--- src/rtl/refcmp_pkg.sv ---
package refcmp_pkg;

  typedef enum logic [1:0] {
    SRC_OFF   = 2'd0,
    SRC_SYS   = 2'd1,
    SRC_SYS16 = 2'd2,
    SRC_OFF3  = 2'd3
  } clk_src_e;

  localparam logic [4:0] A_MODE = 5'h00;
  localparam logic [4:0] A_REF  = 5'h04;
  localparam logic [4:0] A_CAP  = 5'h08;
  localparam logic [4:0] A_CNT  = 5'h0C;
  localparam logic [4:0] A_EVT  = 5'h11;

  localparam int MB_RUN     = 0;
  localparam int MB_SRC_LSB = 1;
  localparam int MB_RESTART = 3;
  localparam int MB_IRQEN   = 4;
  localparam int MB_PS_LSB  = 8;
  localparam int EB_REF     = 1;

  // one prescaler input arrives this cycle
  function automatic logic src_fires(input logic [1:0] src, input logic phase_last);
    return (src == SRC_SYS) || ((src == SRC_SYS16) && phase_last);
  endfunction

endpackage

--- src/rtl/refcmp_prescaler.sv ---
module refcmp_prescaler
  import refcmp_pkg::*;
#(
  parameter int PS_W = 8,
  parameter int PH_W = 4
) (
  input  logic            clk,
  input  logic            rst_n,
  input  logic            run,
  input  logic            clr,
  input  logic [1:0]      src,
  input  logic [PS_W-1:0] ps,
  output logic            tick
);

  logic [PH_W-1:0] phase;
  logic [PS_W-1:0] pcnt;
  logic            src_en;

  assign src_en = run && src_fires(src, phase == {PH_W{1'b1}});
  assign tick   = src_en && (pcnt == ps);

  always_ff @(posedge clk) begin
    if (!rst_n || !run || clr) begin
      phase <= '0;
      pcnt  <= '0;
    end else begin
      if (src == SRC_SYS16) phase <= phase + 1'b1;
      if (src_en) pcnt <= tick ? '0 : pcnt + 1'b1;
    end
  end

  p_phase_step_r3: assert property (@(posedge clk) disable iff (!rst_n)
    (run && !clr && src == SRC_SYS16) |=> phase == $past(phase) + 1'b1);

  p_src_off_r3: assert property (@(posedge clk) disable iff (!rst_n)
    (src == SRC_OFF || src == SRC_OFF3) |-> !tick);

  p_pre_step_r4: assert property (@(posedge clk) disable iff (!rst_n)
    (run && !clr && src_en && !tick) |=> pcnt == $past(pcnt) + 1'b1);

endmodule

--- src/rtl/refcmp_counter.sv ---
module refcmp_counter #(
  parameter int W = 16
) (
  input  logic         clk,
  input  logic         rst_n,
  input  logic         run,
  input  logic         clr,
  input  logic         tick,
  input  logic         restart_en,
  input  logic         load,
  input  logic [W-1:0] load_val,
  input  logic [W-1:0] ref_val,
  output logic [W-1:0] cnt,
  output logic         ref_hit
);

  function automatic logic [W-1:0] f_next(input logic [W-1:0] c, input logic hit);
    return hit ? '0 : c + 1'b1;
  endfunction

  assign ref_hit = run && tick && restart_en && (cnt == ref_val);

  always_ff @(posedge clk) begin
    if (!rst_n || !run || clr) cnt <= '0;
    else if (load)             cnt <= load_val;
    else if (tick)             cnt <= f_next(cnt, ref_hit);
  end

  p_hold_r2: assert property (@(posedge clk) disable iff (!rst_n)
    !run |=> cnt == '0);

  p_wrap_r5: assert property (@(posedge clk) disable iff (!rst_n)
    (ref_hit && !clr && !load) |=> cnt == '0);

  p_pass_r6: assert property (@(posedge clk) disable iff (!rst_n)
    (run && tick && !restart_en && !clr && !load) |=> cnt == $past(cnt) + 1'b1);

  p_load_r10: assert property (@(posedge clk) disable iff (!rst_n)
    (run && !clr && load) |=> cnt == $past(load_val));

endmodule

--- src/rtl/refcmp_timer.sv ---
module refcmp_timer
  import refcmp_pkg::*;
#(
  parameter int DATA_W = 16,
  parameter int PH_W   = 4
) (
  input  logic              clk,
  input  logic              rst_n,
  input  logic              sel,
  input  logic              wr,
  input  logic [4:0]        addr,
  input  logic [DATA_W-1:0] wdata,
  output logic [DATA_W-1:0] rdata,
  output logic              irq
);

  localparam int PS_W  = DATA_W - MB_PS_LSB;
  localparam int EVT_W = 8;

  logic [DATA_W-1:0] mode_q, ref_q, cnt;
  logic [EVT_W-1:0]  evt_q;
  logic wr_mode, wr_ref, wr_cnt, wr_evt, soft_rst, restart, tick, ref_hit;

  assign wr_mode  = sel && wr && (addr == A_MODE);
  assign wr_ref   = sel && wr && (addr == A_REF);
  assign wr_cnt   = sel && wr && (addr == A_CNT);
  assign wr_evt   = sel && wr && (addr == A_EVT);
  assign soft_rst = wr_mode && mode_q[MB_RUN] && !wdata[MB_RUN];
  assign restart  = wr_mode || wr_ref;

  always_ff @(posedge clk) begin
    if (!rst_n || soft_rst) begin
      mode_q <= '0;
      ref_q  <= '1;
      evt_q  <= '0;
    end else begin
      if (wr_mode) mode_q <= wdata;
      if (wr_ref)  ref_q  <= wdata;
      evt_q <= (evt_q & ~(wr_evt ? wdata[EVT_W-1:0] : '0))
             | (EVT_W'(ref_hit) << EB_REF);
    end
  end

  refcmp_prescaler #(.PS_W(PS_W), .PH_W(PH_W)) u_pre (
    .clk   (clk),
    .rst_n (rst_n),
    .run   (mode_q[MB_RUN]),
    .clr   (restart),
    .src   (mode_q[MB_SRC_LSB +: 2]),
    .ps    (mode_q[MB_PS_LSB +: PS_W]),
    .tick  (tick)
  );

  refcmp_counter #(.W(DATA_W)) u_cnt (
    .clk        (clk),
    .rst_n      (rst_n),
    .run        (mode_q[MB_RUN]),
    .clr        (restart),
    .tick       (tick),
    .restart_en (mode_q[MB_RESTART]),
    .load       (wr_cnt),
    .load_val   (wdata),
    .ref_val    (ref_q),
    .cnt        (cnt),
    .ref_hit    (ref_hit)
  );

  assign irq = mode_q[MB_IRQEN] && evt_q[EB_REF];

  always_comb begin
    rdata = '0;
    if (sel) begin
      case (addr)
        A_MODE:  rdata = mode_q;
        A_REF:   rdata = ref_q;
        A_CNT:   rdata = cnt;
        A_EVT:   rdata = DATA_W'(evt_q);
        default: rdata = '0;
      endcase
    end
  end

  p_irq_follow_r7: assert property (@(posedge clk) disable iff (!rst_n)
    (ref_hit && mode_q[MB_IRQEN] && !wr_mode) |=> irq);

  p_evt_clear_r8: assert property (@(posedge clk) disable iff (!rst_n)
    (wr_evt && wdata[EB_REF] && !ref_hit) |=> !evt_q[EB_REF]);

  p_evt_keep_r8: assert property (@(posedge clk) disable iff (!rst_n)
    (evt_q[EB_REF] && !wr_evt && !soft_rst) |=> evt_q[EB_REF]);

  p_soft_rst_r11: assert property (@(posedge clk) disable iff (!rst_n)
    soft_rst |=> (mode_q == '0 && ref_q == '1 && evt_q == '0));

endmodule

--- config.mk ---
export PLATFORM = sky130hd
export DESIGN_NAME = refcmp_timer
export DESIGN_NICKNAME = d
export VERILOG_FILES = /design/src/rtl/refcmp_pkg.sv /design/src/rtl/refcmp_prescaler.sv /design/src/rtl/refcmp_counter.sv /design/src/rtl/refcmp_timer.sv
export SDC_FILE = /design/constraint.sdc
export NUM_CORES = 1
export LEC_CHECK = 0
export ABC_CLOCK_PERIOD_IN_PS = 6300
export BUFFER_PORTS_ARGS = -buffer_cell sky130_fd_sc_hd__clkbuf_2
export CORE_MARGIN = 2
export CORE_UTILIZATION = 52
export CTS_CLUSTER_DIAMETER = 80
export DETAILED_ROUTE_END_ITERATION = 8
export GPL_ROUTABILITY_DRIVEN = 0
export PLACE_DENSITY_LB_ADDON = 0.1
export RECOVER_POWER = 100
export SKIP_LAST_GASP = 1
export SYNTH_ARGS = -nofsm -noshare
export SYNTH_HDL_FRONTEND = slang
export SYNTH_SLANG_ARGS = --single-unit
--- constraint.sdc ---
create_clock -name clk -period 6.3 [get_ports clk]
set_clock_uncertainty 0.2 [all_clocks]
set_input_delay 1.26 -clock clk [delete_from_list [all_inputs] [get_ports clk]]
set_output_delay 1.26 -clock clk [all_outputs]
set_load 0.1 [all_outputs]
### Yosys cells after proc, flatten, opt, wreduce, memory -nomap -nowiden

Cells that the tools add are included.

* bits in registers: 68
* logic and storage cells: 51
* output and inout bits: 17
* input port bits: 25

* bitwise operators: 3
* muxes and demuxes: 7
* $add $sub $neg: 3
* eq/ne operators: 8
* reduce and logical (&&, ||, !) cells: 24

Operators with widths (count)
* 16-bit 2-to-1 mux: 4
* 16-bit one-hot mux with 4 select lines: 1
* 16-bit by 1-bit adder with 16-bit output, second input constant: 1
* 16-bit == test: 1
* 8-bit 2-to-1 mux: 2
* 1-bit logical AND: 14
* 8-bit by 1-bit adder with 8-bit output, second input constant: 1
* 8-bit AND: 1
* 8-bit == test: 1
* 8-bit NOT: 1
* 8-bit by 2-bit bitwise OR with 8-bit output: 1
* 5-bit by 3-bit == test with 1-bit output, second input constant: 1
* 5-bit by 4-bit == test with 1-bit output, second input constant: 1
* 5-bit == test, second input constant: 1
* 5-bit zero test: 1
* 1-bit logical OR: 5
* 4-bit by 1-bit adder with 4-bit output, second input constant: 1
* 4-bit == test, second input constant: 1
* 1-bit zero test: 3
* 2-bit by 1-bit == test with 1-bit output, second input constant: 1
* 2-bit == test, second input constant: 1
* 2-bit nonzero test: 1

### Depth between registers and ports, before layout

* depth in word-level cells: 11
* gate-level depth with buffers: 9
* gate-level depth less buffers: 7

### Hierarchy

From an unflattened synthesis, not the netlist that was laid out.

* cell total of the unflattened synthesis: 508
* area, all modules: 4242.8 um^2

By module, submodules not included
* refcmp_timer: cells each 277, instances 1, seq. area each 800.8 um^2, area each 2273.4 um^2
* refcmp_counter: cells each 158, instances 1, seq. area each 320.3 um^2, area each 1308.8 um^2
* refcmp_prescaler: cells each 73, instances 1, seq. area each 240.2 um^2, area each 660.6 um^2

### Least setup slack after synthesis

No wires, ideal clock.

* kind: input -> output
* from: in addr[1]
* to: out rdata[5]
* path slack: 1.111 ns
* path buffers: 2
* arrival: 3.729 ns
* required time: 4.840 ns
* cell stages on the path: 5
* path through: nor4_1 buf_2 buf_1 a22oi_1 a21oi_1

* word-level cells in the longest chain between the ends: 3
* elaborated cells between the ends (all ways): 6
* classes of those cells: eq/ne (3); mux (2); reduce/logical (1)

RTL lines
* start, declared: RTL line refcmp_timer.sv:11 `input logic [4:0] addr,`
* 5-bit == test (tied with other cells): RTL line refcmp_timer.sv:73 `case (addr)`
* 16-bit one-hot mux with 4 select lines (*): RTL line refcmp_timer.sv:73
* 16-bit 2-to-1 mux (*): RTL line refcmp_timer.sv:72 `if (sel) begin`
* end, declared: RTL line refcmp_timer.sv:13 `output logic [DATA_W-1:0] rdata,`

Every way passes the cells marked *; elsewhere a longest branch is shown, timed or not.

### Final worst setup path

* from: in addr[2]
* to: out rdata[1]

Same word-level chain as after synthesis.

==> impl_metrics.toml <==
[place]
detailed_place.area_mm2 = 0.003941
dp_slack_ps = 1232
port_buffers = 41
dpl.cell_count = 585
dpl.hpwl_um = 7129

[yosys]
synth_cells = 475
synthArstFlopShare_pct = 0
synth_warnings = 0
syn_area_mm2 = 0.003720
seq_area_frac_synth_pct = 36.60
synth_cell_types = 45
ys_ff_latch = 68
ys_top_cells_by_area = "dfxtp_1, nand2_1, xnor2_1, nand3_1, a22oi_1"
synthFlopType = "dfxtp_1"
syn_avg_cell_area_um2 = 7.831
synthesis.nets = 503
synth_top_area_share_pct = 36.60
synth_enable_flop_cells = 0
yosysTopAreaCell = "dfxtp_1"

[routing]
first_pass_iters = 5
drt_wl_total_um = 10410
antenna_left = 0
drc = 0
wl_per_cell_um = 17.35
drt_iter0_drc = 249
via_per_inst = 5.883
route.vias.total = 3530

[pwr]
total_power_w = 0.0008559
leakagePower_nw = 1.450
ir_drop_uv = 130.6
powerDensity_mw_per_mm2 = 208.5

[cts]
clock_sinks = 68
cts_tree = "yes"
post_cts.repair.setup_buffers = 0
path_clk_slew_ps = 80
cts_buffers = 9
ctsResizeCount = 0
clk_latency_ps = 350
clk_path_buf_depth = 2
cts_hold_buf = 0
htreeDepth = 3
cts_root_buf = "clkbuf_8"

[setup_path]
arrival_ps = 4090
timing.rr.start = "u_pre.phase[0]$_SDFFE_PP0P_"
critical_path.cell_chain = "clkbuf_2, nor4bb_1, nor2b_1, a22oi_1, a21oi_1, clkbuf_1"
cp.depth = 6
cp-start-kind = "primary input"
cp_max_fo = 23
max_stage_delay_ps = 910
crit_path_top_delay_cell = "clkbuf_1"
setup.worst_path.end = "rdata[1]"
crit_type = "in2out"
worst-path-buf-inv = 2
r2r.worst_path.cells = 7
r2r_slack_ps = 3320
startpoint = "addr[2]"
path_delay_family = "buffers and inverters"
end_kind = "output pin"
worstPathRequired_ps = 4840
r2r_end = "u_cnt.cnt[5]$_SDFFE_PP0P_"

[grt]
grt_overflow = 0
grt_usage_pct = 27.94
grt_pass1_wl_um = 16600
grt_pass1_vias = 3299
grt_max_degree = 24
antenna_found_initial = 0

[cells_and_area]
final_nets = 528
layout-drive-gt1-share_pct = 12.30
num-fill-cells = 665
seqCellArea_mm2 = 0.001361
num_antenna_cells = 0
final_cell_mix = "nand2_1, dfxtp_1, nand3_1"
mostFrequentLayoutCell = "nand2_1"
fin_cells = 600
fin_area_mm2 = 0.004105
synthToLayoutAreaGrowth_pct = 10.36
multi_input_comb_area_mm2 = 0.002195

[timing]
hold_violations = 0
setup_violations = 0
rsz0062_at_grt = "no"
relSlewSlack_pct = 7.051
fin_crit_ps = 5550
post-route-period-util_pct = 88.10
fmax_ghz = 0.1802
worst_slack_ps = 749.8
tightest_slew_ps = 1389
setup_tns_ps = 0
slew_violations = 0

[floorplan]
fp.dieArea_mm2 = 0.007846
io_pins = 42
row_count = 30
initial_core_util_pct = 54.15
core_area_mm2 = 0.006869
die_h_um = 88.58
die_x_um = 88.58

[run_status]
outcome = "completed"

[min_path]
min_path_type = "reg2reg"
min_from = "mode_q[5]$_SDFFE_PP0P_"

[run]
max_cap_viol_count = 0
## cell type report
cell class	count	area share, %
Clock buffer	12	4.023
Multi-Input combinational cell	372	53.46
Clock inverter	3	1.097
Timing Repair Buffer	43	4.785
Sequential cell	68	33.16
Inverter	6	0.5486
Tap cell	96	2.926
## cells in the mapped netlist (12+ instances only)
cell        n
a21oi_1    32
a22oi_1    24
and3_1     12
clkbuf_1   19
dfxtp_1    68
mux2_2     16
nand2_1   101
nand3_1    39
nor2_1     28
xnor2_1    25
xor2_1     18
## state kept, by name, summed over array words and instances, names as in the netlist
name and count:
evt_q 8, u_pre.phase 4, ref_q 16, u_cnt.cnt 16, u_pre.pcnt 8, mode_q 16
## tightest hold or removal path, delay by kind of cell, from the launching register on
family	cells	cell delay (ps)
flops	1	310
simple gates	1	50
compound gates	1	50
## kinds of logic (layout without fill, tap and decap cells)
kind of cell | after synthesis | after routing | share of synthesized area [%]
and+or+nand+nor | 222 | 222 | 27.88
adders and majority gates | 3 | 3 | 1.009
buffers and inverters | 35 | 64 | 3.969
AOI/OAI and AO/OA | 87 | 87 | 15.30
DFF | 68 | 68 | 36.60
xor gates and xnor gates | 43 | 43 | 10.12
muxes | 17 | 17 | 5.113
## through the flow
stage                     util (%)  hold slack [ps]
after floorplan                  -            233.8
after global routing         59.76            278.6
after global placement       57.38            241.6
after CTS                    60.44            261.1
final                        59.76            258.0
after detailed placement     57.38            250.4
## power by group
group	internal, W	switching (W)	leakage, nW
clock	0.000213	0.000167	0.101
sequential	0.000431	0.00000122	0.548
combinational	0.0000163	0.0000273	0.800
total	0.000660	0.000196	1.45
## worst min path at each step
| stage | depth (start not counted) | endpoint | slack, ps |
|---|---|---|---|
| global route | 2 | mode_q[5]$_SDFFE_PP0P_ | 280 |
| finish | 2 | mode_q[5]$_SDFFE_PP0P_ | 260 |
| detailed placement | 2 | mode_q[5]$_SDFFE_PP0P_ | 250 |
| global placement | 2 | mode_q[5]$_SDFFE_PP0P_ | 240 |
| floorplan | 2 | mode_q[5]$_SDFFE_PP0P_ | 230 |
| CTS | 2 | mode_q[5]$_SDFFE_PP0P_ | 260 |
## routing by layer
metal / up-vias / track usage (%) / part of all wire [%]
met4: 0 / 9.642 / 1.9
met3: 22 / 7.556 / 7.0
met2: 130 / 45.39 / 47
li1: 1709 / - / -
met1: 1669 / 35.97 / 44
met5: - / 0 / 0
Power figures use the tool's default switching activity.
